$ cat src/rtl/core_seq_pkg.sv
package core_seq_pkg;
  typedef enum logic [2:0] {
    SEQ_IDLE,
    SEQ_CLEAR,
    SEQ_LISTEN,
    SEQ_RESTORE,
    SEQ_DONE
  } seq_state_e;
endpackage

$ cat src/rtl/core_seq_onehot.sv
module core_seq_onehot #(
  parameter int SEL_BITS = 2
) (
  input  logic                     en,
  input  logic [SEL_BITS-1:0]      idx,
  output logic [(1<<SEL_BITS)-1:0] lines
);
  localparam int LINES = 1 << SEL_BITS;

  generate
    for (genvar i = 0; i < LINES; i++) begin : g_line
      assign lines[i] = en && (idx == SEL_BITS'(i));
    end
  endgenerate
endmodule

$ cat src/rtl/core_seq_sticky.sv
module core_seq_sticky #(
  parameter int W = 4
) (
  input  logic         clk,
  input  logic         rst_n,
  input  logic         clr,
  input  logic         en,
  input  logic [W-1:0] pulse,
  output logic [W-1:0] q
);
  generate
    for (genvar b = 0; b < W; b++) begin : g_bit
      always_ff @(posedge clk or negedge rst_n) begin
        if (!rst_n)              q[b] <= 1'b0;
        else if (clr)            q[b] <= 1'b0;
        else if (en && pulse[b]) q[b] <= 1'b1;
      end
    end
  endgenerate
endmodule

$ cat src/rtl/core_seq_fsm.sv
module core_seq_fsm
  import core_seq_pkg::*;
#(
  parameter int DRIVE_CYC   = 2,
  parameter int SENSE_WIN   = 3,
  parameter int RESTORE_CYC = 5
) (
  input  logic       clk,
  input  logic       rst_n,
  input  logic       start,
  output seq_state_e state,
  output logic       last
);
  localparam int MAX_AB = (DRIVE_CYC > SENSE_WIN) ? DRIVE_CYC : SENSE_WIN;
  localparam int MAX_C  = (MAX_AB > RESTORE_CYC) ? MAX_AB : RESTORE_CYC;
  localparam int CNT_W  = $clog2(MAX_C + 1);

  logic [CNT_W-1:0] cnt;

  assign last = (cnt == '0);

  always_ff @(posedge clk or negedge rst_n) begin
    if (!rst_n) begin
      state <= SEQ_IDLE;
      cnt   <= '0;
    end else begin
      case (state)
        SEQ_IDLE: begin
          if (start) begin
            state <= SEQ_CLEAR;
            cnt   <= CNT_W'(DRIVE_CYC - 1);
          end
        end
        SEQ_CLEAR: begin
          if (last) begin
            state <= SEQ_LISTEN;
            cnt   <= CNT_W'(SENSE_WIN - 1);
          end else begin
            cnt <= cnt - 1'b1;
          end
        end
        SEQ_LISTEN: begin
          if (last) begin
            state <= SEQ_RESTORE;
            cnt   <= CNT_W'(RESTORE_CYC - 1);
          end else begin
            cnt <= cnt - 1'b1;
          end
        end
        SEQ_RESTORE: begin
          if (last) state <= SEQ_DONE;
          else      cnt   <= cnt - 1'b1;
        end
        default: begin
          state <= SEQ_IDLE;
          cnt   <= '0;
        end
      endcase
    end
  end
endmodule

$ cat src/rtl/core_seq_ctrl.sv
module core_seq_ctrl
  import core_seq_pkg::*;
#(
  parameter int DATA_W      = 4,
  parameter int X_BITS      = 2,
  parameter int Y_BITS      = 2,
  parameter int DRIVE_CYC   = 2,
  parameter int SENSE_WIN   = 3,
  parameter int RESTORE_CYC = 5,
  parameter bit EARLY_RSP   = 1'b1
) (
  input  logic                     clk,
  input  logic                     rst_n,
  input  logic                     req_valid,
  output logic                     req_ready,
  input  logic                     req_write,
  input  logic [X_BITS+Y_BITS-1:0] req_addr,
  input  logic [DATA_W-1:0]        req_wdata,
  output logic                     rsp_valid,
  output logic [DATA_W-1:0]        rsp_rdata,
  output logic                     cyc_done,
  output logic                     cyc_err,
  output logic                     drv_en,
  output logic                     drv_dir,
  output logic [(1<<X_BITS)-1:0]   x_sel,
  output logic [(1<<Y_BITS)-1:0]   y_sel,
  output logic [DATA_W-1:0]        inhibit,
  input  logic [DATA_W-1:0]        sense
);
  localparam int ADDR_W = X_BITS + Y_BITS;

  seq_state_e         state;
  logic               last;
  logic               accept;
  logic               wr_q;
  logic [ADDR_W-1:0]  addr_q;
  logic [DATA_W-1:0]  wdata_q;
  logic [DATA_W-1:0]  cap_q;
  logic [DATA_W-1:0]  conf_q;
  logic [DATA_W-1:0]  restore_word;
  logic               in_listen;
  logic               in_restore;
  logic               listen_end;
  logic               restore_end;

  assign req_ready   = (state == SEQ_IDLE);
  assign accept      = req_valid && req_ready;
  assign in_listen   = (state == SEQ_LISTEN);
  assign in_restore  = (state == SEQ_RESTORE);
  assign listen_end  = in_listen && last;
  assign restore_end = in_restore && last;

  core_seq_fsm #(
    .DRIVE_CYC  (DRIVE_CYC),
    .SENSE_WIN  (SENSE_WIN),
    .RESTORE_CYC(RESTORE_CYC)
  ) fsm_i (
    .clk  (clk),
    .rst_n(rst_n),
    .start(accept),
    .state(state),
    .last (last)
  );

  always_ff @(posedge clk or negedge rst_n) begin
    if (!rst_n) begin
      wr_q    <= 1'b0;
      addr_q  <= '0;
      wdata_q <= '0;
    end else if (accept) begin
      wr_q    <= req_write;
      addr_q  <= req_addr;
      wdata_q <= req_wdata;
    end
  end

  core_seq_sticky #(.W(DATA_W)) capture_i (
    .clk  (clk),
    .rst_n(rst_n),
    .clr  (accept),
    .en   (in_listen),
    .pulse(sense),
    .q    (cap_q)
  );

  core_seq_sticky #(.W(DATA_W)) confirm_i (
    .clk  (clk),
    .rst_n(rst_n),
    .clr  (accept),
    .en   (in_restore),
    .pulse(sense),
    .q    (conf_q)
  );

  assign restore_word = wr_q ? wdata_q : cap_q;
  assign drv_en  = (state == SEQ_CLEAR) || in_listen || in_restore;
  assign drv_dir = in_restore;
  assign inhibit = in_restore ? ~restore_word : '0;

  core_seq_onehot #(.SEL_BITS(X_BITS)) xdec_i (
    .en   (drv_en),
    .idx  (addr_q[X_BITS-1:0]),
    .lines(x_sel)
  );

  core_seq_onehot #(.SEL_BITS(Y_BITS)) ydec_i (
    .en   (drv_en),
    .idx  (addr_q[ADDR_W-1:X_BITS]),
    .lines(y_sel)
  );

  always_ff @(posedge clk or negedge rst_n) begin
    if (!rst_n) begin
      rsp_valid <= 1'b0;
      rsp_rdata <= '0;
      cyc_err   <= 1'b0;
    end else begin
      rsp_valid <= 1'b0;
      cyc_err   <= 1'b0;
      if (listen_end && !wr_q && EARLY_RSP) begin
        rsp_valid <= 1'b1;
        rsp_rdata <= cap_q | sense;
      end
      if (restore_end) begin
        cyc_err <= |(restore_word & ~(conf_q | sense));
        if (wr_q || !EARLY_RSP) begin
          rsp_valid <= 1'b1;
          rsp_rdata <= wr_q ? '0 : cap_q;
        end
      end
    end
  end

  assign cyc_done = (state == SEQ_DONE);
endmodule

$ cat config.mk
export PLATFORM = sky130hd
export DESIGN_NAME = core_seq_ctrl
export DESIGN_NICKNAME = d
export VERILOG_FILES = /design/src/rtl/core_seq_pkg.sv /design/src/rtl/core_seq_onehot.sv /design/src/rtl/core_seq_sticky.sv /design/src/rtl/core_seq_fsm.sv /design/src/rtl/core_seq_ctrl.sv
export SDC_FILE = /design/constraint.sdc
export NUM_CORES = 1
export LEC_CHECK = 0
export BUFFER_PORTS_ARGS = -buffer_cell sky130_fd_sc_hd__buf_2
export CAP_MARGIN = 40
export CORE_MARGIN = 2
export CORE_UTILIZATION = 40
export CTS_CLUSTER_SIZE = 10
export DETAILED_ROUTE_END_ITERATION = 6
export PLACE_DENSITY = 0.65
export SYNTH_ARGS = -nofsm -noshare
export SYNTH_HDL_FRONTEND = slang
export SYNTH_SLANG_ARGS = --single-unit
$ cat constraint.sdc
create_clock -name clk -period 1.65 [get_ports clk]
set_clock_uncertainty 0.2 [all_clocks]
set_input_delay 0.33 -clock clk [delete_from_list [all_inputs] [get_ports clk]]
set_output_delay 0.33 -clock clk [all_outputs]
set_load 0.1 [all_outputs]
# After elaboration in Yosys (flattened, before gate mapping)
# Cells that the tools add are included.
[totals]
inputBits = 16
output_inout_bits = 22
wordCells = 109
ff_bits = 29
[op_classes]
n_mux = 34
reduce_logical = 38
bitwise_logic = 5
add_sub_neg = 1
n_eq_ne = 15
[ops]
columns = ["cell", "n"]
rows = [
  ["$pmux W3 S4", 2],
  ["$mux W3", 7],
  ["$logic_and A1 B1 Y1", 20],
  ["$mux W1", 20],
  ["$mux W4", 5],
  ["$reduce_bool A2 Y1", 8],
  ["$eq A2 B2 Y1 const B", 4],
  ["$ne A2 B2 Y1 const B", 4],
  ["$not A4 Y4", 2],
  ["$or A4 B4 Y4", 2],
  ["$eq A3 B2 Y1 const B", 2],
  ["$logic_not A3 Y1", 2],
  ["$and A4 B4 Y4", 1],
  ["$eq A2 B1 Y1 const B", 2],
  ["$logic_not A2 Y1", 2],
  ["$reduce_and A4 Y1", 1],
  ["$reduce_or A4 Y1", 1],
  ["$eq A3 B1 Y1 const B", 1],
  ["$eq A3 B3 Y1 const B", 1],
  ["$sub A3 B1 Y3 const B", 1],
  ["$logic_or A1 B1 Y1", 2],
  ["$ne A2 B1 Y1 const B", 1],
  ["$reduce_and A2 Y1", 1],
  ["$logic_not A1 Y1", 1],
]

# Depth between registers and ports, before layout
# Gate-level depths: netlist (run 1).
[depth]
depth_word = 6
depth_mapped = 6
mapped_depth_nobuf = 5

# Modules after synthesis
# A second synthesis (run 1) with hierarchy kept.
[unflattened]
cells_unflattened = 134
hier_area_um2 = 1481.4
[by_module_without_submodules]
columns = ["module", "cells_per_inst", "area_each_um2", "n_inst", "seq_area_each_um2"]
rows = [
  ["core_seq_ctrl", 64, 763.2, 1, 375.4],
  ["core_seq_fsm", 38, 372.9, 1, 150.1],
  ["core_seq_sticky", 12, 135.1, 2, 100.1],
  ["core_seq_onehot", 4, 37.5, 2, 0.0],
]

# Worst setup path before layout (run 1)
# OpenSTA, ideal clock, no wires.
[synth_path]
path_type = "register to output"
startpoint = "register fsm_i.state[0]"
endpoint = "output x_sel[1]"
n_path_buf = 1
required_ps = 1120
path_slack_ps = -1926
arrival_ps = 3046
stages_incl_launch_ff = 5
path_cell_list = "dfrtp_1 > nor2_1 > or2_1 > buf_2 > nor3b_1"
[synth_via]
elab_chain_cells = 4
word_cells_on_any_way = 6
classes_between = "eq/ne: 3; reduce/logical: 3"
[synth_rtl]
columns = ["item", "line", "rtl"]
rows = [
  ["start: declaration", "core_seq_fsm.sv:11", "output seq_state_e state,"],
  ["start signal: assignment", "core_seq_fsm.sv:24", "state <= SEQ_IDLE;"],
  ["start signal: assignment", "core_seq_fsm.sv:30", "state <= SEQ_CLEAR;"],
  ["start signal: assignment", "core_seq_fsm.sv:36", "state <= SEQ_LISTEN;"],
  ["$eq A3 B1 Y1 or $eq A3 B2 Y1 (tied branches)", "core_seq_ctrl.sv:96, core_seq_ctrl.sv:48", ""],
  ["$logic_or A1 B1 Y1", "core_seq_ctrl.sv:96", "assign drv_en = (state == SEQ_CLEAR) || in_listen || in_restore;"],
  ["$logic_or A1 B1 Y1 (*)", "core_seq_ctrl.sv:96", ""],
  ["$logic_and A1 B1 Y1 (*)", "core_seq_onehot.sv:12", "assign lines[i] = en && (idx == SEL_BITS'(i));"],
  ["end: declaration", "core_seq_ctrl.sv:25", "output logic [(1<<X_BITS)-1:0] x_sel,"],
]
# Mark *: on every way between the ends. The rest lies on a longest branch, timed or not.

# Worst setup path after layout (run 1)
[layout_path]
startpoint = "register fsm_i.state[2]"
endpoint = "output inhibit[2]"
[layout_via]
elab_chain_cells = 2
[layout_rtl]
columns = ["item", "line", "rtl"]
rows = [
  ["$eq A3 B2 Y1", "core_seq_ctrl.sv:49", "assign in_restore = (state == SEQ_RESTORE);"],
  ["$mux W4", "core_seq_ctrl.sv:98", "assign inhibit = in_restore ? ~restore_word : '0;"],
  ["end: declaration", "core_seq_ctrl.sv:27", "output logic [DATA_W-1:0] inhibit,"],
]
# Every way passes these cells.

==> impl_metrics.py, run 1 <==
metrics = {
    "outcome": {
        "status": "finished with violations",
        "violations": "negative setup slack",
    },
    "die": {
        "placement_rows": 22,
        "die_w_um": 65.0,
        "die-height_um": 65.0,
        "core_area_um2": 3630,
        "dieArea_um2": 4230,
        "ioPinCount": 38,
        "initial_core_util": 0.410,
    },
    "critical_path": {
        "crit_fanout": 6,
        "startpoint_type": "flop",
        "critPathBufInv": 3,
        "timing.critical_path.cells": "buf_4 > buf_6 > nor2b_4 > nand2_4 > nor2_4 > buf_12",
        "worstPathArrival_ns": 1.56,
        "r2r_cells": 6,
        "max_stage_delay_ns": 0.37,
        "end_kind": "output port",
        "path_depth": 6,
        "slowest_stage": "dfrtp_1",
        "crit_family": "buffers and inverters",
        "required_ns": 1.12,
        "setup.worst_path.class": "flop to output port",
    },
    "sta": {
        "finalMaxSlewViolations": 0,
        "relSlewSlack": 0.550,
        "period_needed_ns": 2.09,
        "final-setup-viol-count": 37,
        "finalWorstSetupSlack_ns": -0.436,
        "hold_violations": 0,
        "min_period_over_period": 1.26,
        "hold_ws_ns": 0.0661,
        "fmax_mhz": 479,
        "rsz0062_at_grt": "yes",
        "tightest_slew_ns": 0.675,
    },
    "finish": {
        "fin_nets": 232,
        "fillCellCount": 256,
        "final_cell_mix": "dfrtp_1, buf_2, buf_12, nor2_1, buf_4",
        "final_common_cell": "dfrtp_1",
        "syn2layout_area_growth_pct": 76.7,
        "drive_gt1_frac": 0.620,
        "antenna_cells": 0,
    },
    "synth": {
        "yosysWarnings": 0,
        "synth_fp_nets": 163,
        "ys_types": 38,
        "yosysTopAreaCell": "dfrtp_1",
        "ys_ff_latch": 29,
        "avgSynthCellArea_um2": 10.3,
        "syn_inst": 145,
        "synth.area.top_cells": "dfrtp_1, a21oi_1, mux2_2",
        "syn-cell-area_um2": 1490,
        "synth_seq_area_share": 0.487,
        "synth_top_area_share": 0.487,
    },
    "min_path": {
        "hold_path.class": "input port to flop",
        "worstHoldPathCells": 2,
    },
    "route": {
        "drt-total-wl_mm": 4.65,
        "drc": 0,
        "drtIter0Drc": 33,
        "vias": 1427,
        "avgViaCountPerCell": 5.47,
        "drtAntennaViolNets": 0,
        "wl_per_cell_um": 17.8,
        "drt_first_pass_iters": 4,
    },
    "clocking": {
        "clk_latency_ns": 0.28,
        "cts_root_buffer": "clkbuf_8",
        "cts_sinks": 29,
        "numCtsBuffers": 5,
        "cts.path.max_buffers": 2,
        "cts_tree": "built",
        "cts_htree_levels": 2,
        "path_clk_slew_ns": 0.06,
    },
    "grt": {
        "grt_use_met3": 0.0486,
        "grt_usage": 0.206,
        "grt_max_degree": 30,
        "grt-ovfl-total": 0,
        "busiest_layer": "met2",
        "antenna_found_initial": 0,
        "grt_pass1_vias": 1425,
        "use_met2": 0.385,
        "grt_first_pass_wirelength_mm": 6.62,
        "grt_use_met1": 0.237,
    },
    "place": {
        "port_buffers": 37,
        "hpwl_mm": 2.89,
        "gp_congestion": 0.787,
    },
    "flow_run": {
        "drv_cap": 0,
    },
}
-- registers in the layout, indices dropped and copies added (netlist names) --
register and cells:
capture_i.q 4, fsm_i.state 3, confirm_i.q 4, rsp_valid 1
fsm_i.cnt 3, addr_q 4, wdata_q 4, cyc_err 1
rsp_rdata 4, wr_q 1
-- cells in the mapped netlist --
| cell type | n |
|---|---|
| nand2b_1 | 1 |
| a21o_1 | 1 |
| a21oi_2 | 1 |
| and2_4 | 1 |
| and2_1 | 1 |
| buf_2 | 3 |
| o31ai_1 | 1 |
| a22oi_1 | 2 |
| a31oi_1 | 1 |
| buf_6 | 4 |
| mux2_1 | 6 |
| nor2_1 | 20 |
| a211o_1 | 1 |
| xnor2_1 | 1 |
| nor3_1 | 7 |
| a21oi_1 | 17 |
| or3b_1 | 1 |
| a221oi_1 | 1 |
| mux2_2 | 7 |
| or2_1 | 1 |
| nor3b_1 | 4 |
| nor2b_1 | 4 |
| or3_1 | 2 |
| a211oi_1 | 1 |
| inv_1 | 4 |
| nor3_2 | 2 |
| nand3b_1 | 3 |
| ha_1 | 2 |
| and3_1 | 2 |
| o21ai_0 | 2 |
| and4b_1 | 1 |
| o21ai_1 | 1 |
| nand2_1 | 3 |
| and3_4 | 1 |
| dfrtp_1 | 29 |
| inv_2 | 1 |
| and3b_1 | 1 |
| nor4_1 | 4 |
-- routing by layer --
metal	vias up	wire, µm
met2	41	2640
met1	719	1720
met5	-	0
met4	0	129
met3	13	162
li1	654	-
-- through the flow --
stage          cell area [µm²]  setup TNS (ns)  instances  worst slack, ns   util
6_report                  2630           -8.65        261           -0.436  0.725
5_1_grt                   2630          -10.80        261           -0.503  0.725
4_1_cts                   2420           -7.49        253           -0.417  0.667
3_5_place_dp              2200           -1.36        240           -0.117  0.606
3_3_place_gp              2200          -0.561        240          -0.0674  0.606
2_1_floorplan             1650          -12.74        145           -0.669      -
-- worst paths after layout --
kind / startpoint / endpoint / slack, ns
min reg2reg: confirm_i.q[3] / confirm_i.q[3] / 0.31
max in group asynchronous: rst_n / wr_q / 0.36
min in group asynchronous: rst_n / fsm_i.cnt[0] / 0.41
min: req_addr[3] / addr_q[3] / 0.07
max: fsm_i.state[2] / inhibit[2] / -0.44
max reg2reg: fsm_i.state[2] / addr_q[0] / -0.20
-- cells by family (layout without fill, tap and decap cells) --
family          after synthesis  after routing  share of synthesized area
flops                        29             29                      0.487
compound gates               29             29                      0.114
fa+ha+maj                     2              2                     0.0168
mux                          13             13                     0.0982
buf+inv                      12             79                     0.0529
xor+xnor                      1              1                    0.00588
simple gates                 59             60                      0.225
-- final cells by class --
type | count | area (µm²) | share of cell area
multi-input cells | 105 | 998 | 0.379
repair buffers | 68 | 734 | 0.279
flip-flops and latches | 29 | 727 | 0.276
clock buffers | 5 | 68.8 | 0.0261
well taps | 48 | 60.1 | 0.0228
inverters | 5 | 38.8 | 0.0147
clock inverters | 1 | 5.00 | 0.00190
-- worst register-to-register path, delay by kind of cell (launching register included) --
| kind | cells | cell delay [ns] |
|---|---|---|
| multiplexers | 1 | 0.33 |
| buffers and inverters | 3 | 0.42 |
| flip-flops | 1 | 0.37 |
| AND/OR/NAND/NOR | 2 | 0.40 |
-- what timing repair did --
action                                  4_1_cts  5_1_grt
setup buffers                                 7       11
endpoints found under the hold margin        29        0
pin swaps                                    11       21
endpoints found under the setup margin       37       42
hold buffers                                  1        0
resized for setup                            24       35
gates cloned                                  0        1
Power of run 1 is left out: the tool's default activity adds up to more than one toggle a clock period on the data nets, which glitch-free logic cannot reach.
==> run 2, diff against run 1 <==
--- a/config.mk
+++ b/config.mk
@@ -5,13 +5,12 @@
 export SDC_FILE = /design/constraint.sdc
 export NUM_CORES = 1
 export LEC_CHECK = 0
-export BUFFER_PORTS_ARGS = -buffer_cell sky130_fd_sc_hd__buf_2
 export CAP_MARGIN = 40
 export CORE_MARGIN = 2
 export CORE_UTILIZATION = 40
 export CTS_CLUSTER_SIZE = 10
 export DETAILED_ROUTE_END_ITERATION = 6
-export PLACE_DENSITY = 0.65
+export DONT_BUFFER_PORTS = 1
 export SYNTH_ARGS = -nofsm -noshare
 export SYNTH_HDL_FRONTEND = slang
 export SYNTH_SLANG_ARGS = --single-unit
==> impl_metrics.py, run 2 (synthesized netlist as in run 1, its figures left out) <==
metrics = {
    "critical_path": {
        "startpoint_type": "flop",
        "crit_family": "simple AND/OR/NAND/NOR gates",
        "end_kind": "output port",
        "crit_path_frequent_cell": "buf_12",
        "slowest_stage": "dfrtp_1",
        "max_stage_delay_ns": 0.36,
        "timing.critical_path.cells": "nor2_1 > or2_1 > buf_12 > nor3b_4 > buf_12",
        "worstPathArrival_ns": 1.54,
        "crit_fanout": 8,
        "required_ns": 1.12,
        "critPathBufInv": 2,
        "setup.worst_path.class": "flop to output port",
    },
    "finish": {
        "fin_nets": 217,
        "final_area_um2": 2490,
        "antenna_cells": 0,
        "drive_gt1_frac": 0.470,
        "final_cell_mix": "dfrtp_1, buf_4, buf_12, nor2_1, dlygate4sd3_1",
        "syn2layout_area_growth_pct": 66.9,
        "final_common_cell": "dfrtp_1",
    },
    "clocking": {
        "cts.path.max_buffers": 2,
        "path_clk_slew_ns": 0.07,
        "cts_root_buffer": "clkbuf_8",
        "clk_latency_ns": 0.29,
        "cts_htree_levels": 2,
        "numCtsBuffers": 5,
        "cts_sinks": 29,
        "cts_tree": "built",
    },
    "grt": {
        "grt_first_pass_wirelength_mm": 6.42,
        "grt_pass1_vias": 1407,
        "grt-ovfl-total": 0,
        "grt_max_degree": 30,
        "antenna_found_initial": 0,
        "grt_usage": 0.203,
    },
    "die": {
        "die_w_um": 65.0,
        "dieArea_um2": 4230,
        "ioPinCount": 38,
        "core_area_um2": 3630,
        "initial_core_util": 0.410,
        "die-height_um": 65.0,
        "placement_rows": 22,
    },
    "route": {
        "drtIter0Drc": 48,
        "drc": 0,
        "avgViaCountPerCell": 5.32,
        "drt_first_pass_iters": 4,
        "drtAntennaViolNets": 0,
        "wl_per_cell_um": 15.8,
        "drt-total-wl_mm": 3.92,
        "vias": 1320,
    },
    "outcome": {
        "violations": "negative setup slack",
        "status": "finished with violations",
    },
    "sta": {
        "min_period_over_period": 1.26,
        "finalWorstSetupSlack_ns": -0.421,
        "fmax_mhz": 483,
        "relSlewSlack": 0.785,
        "final-setup-viol-count": 29,
        "hold_violations": 0,
        "tightest_slew_ns": 0.322,
        "rsz0062_at_grt": "yes",
        "finalMaxSlewViolations": 0,
        "period_needed_ns": 2.07,
    },
    "place": {
        "gp_congestion": 0.793,
        "port_buffers": 0,
        "hpwl_mm": 2.61,
        "place_area_um2": 2070,
    },
    "flow_run": {
        "drv_cap": 0,
    },
    "min_path": {
        "hold_path.class": "input port to flop",
    },
}
[run 2: changes by cell type in the layout (fill, tap and decap cells not counted), sizes merged]
cell / before / now
buf: 67 / 40
bufinv: 0 / 1
clkinvlp: 1 / 2
dlygate4sd3: 1 / 13
[run 2: layer usage]
metal | routed length [µm] | GRT usage
met4 | 65 | 0.0859
met5 | 0 | 0
met3 | 195 | 0.0573
met2 | 2120 | 0.354
met1 | 1540 | 0.233
[run 2: what timing repair did]
| action | 4_1_cts | 5_1_grt |
|---|---|---|
| setup buffers | 3 | 3 |
| hold buffers | 14 | 0 |
| endpoints found under the setup margin | 37 | 39 |
| hold endpoints to repair | 42 | 0 |
| gates cloned | 0 | 1 |
| pin swaps | 6 | 9 |
| gates resized for setup | 16 | 11 |
[run 2: worst paths after layout]
path	slack (ns)	startpoint	cells past startpoint	end
min in group asynchronous	0.29	rst_n	2	capture_i.q[3]
max in group asynchronous	0.78	rst_n	2	wr_q
max	-0.42	fsm_i.state[1]	5	x_sel[2]
max reg2reg	-0.14	fsm_i.state[1]	4	wr_q
min	0.0009	sense[3]	2	confirm_i.q[3]
min reg2reg	0.30	wdata_q[2]	1	wdata_q[2]
[run 2: stage by stage]
stage	TNS [ns]	hold WS, ns	instances	utilization	setup WS, ns
2_1_floorplan	-12.74	-0.166	145	-	-0.669
3_3_place_gp	-0.646	-0.164	221	0.571	-0.0690
3_5_place_dp	-1.29	-0.164	221	0.571	-0.0991
4_1_cts	-6.09	0.00100	245	0.667	-0.425
5_1_grt	-8.73	0.00253	248	0.685	-0.490
6_report	-6.70	0.000927	248	0.685	-0.421
[run 2: layout make-up]
type                            instances  area, µm²
Inverter                                5       38.8
Fill cell                             272       1150
Clock buffer                            5       68.8
Multi-Input combinational cell        105        900
Clock inverter                          3       46.3
Timing Repair Buffer                   53        647
Sequential cell                        29        727
Tap cell                               48       60.1
Power of run 2 is left out for the same reason.
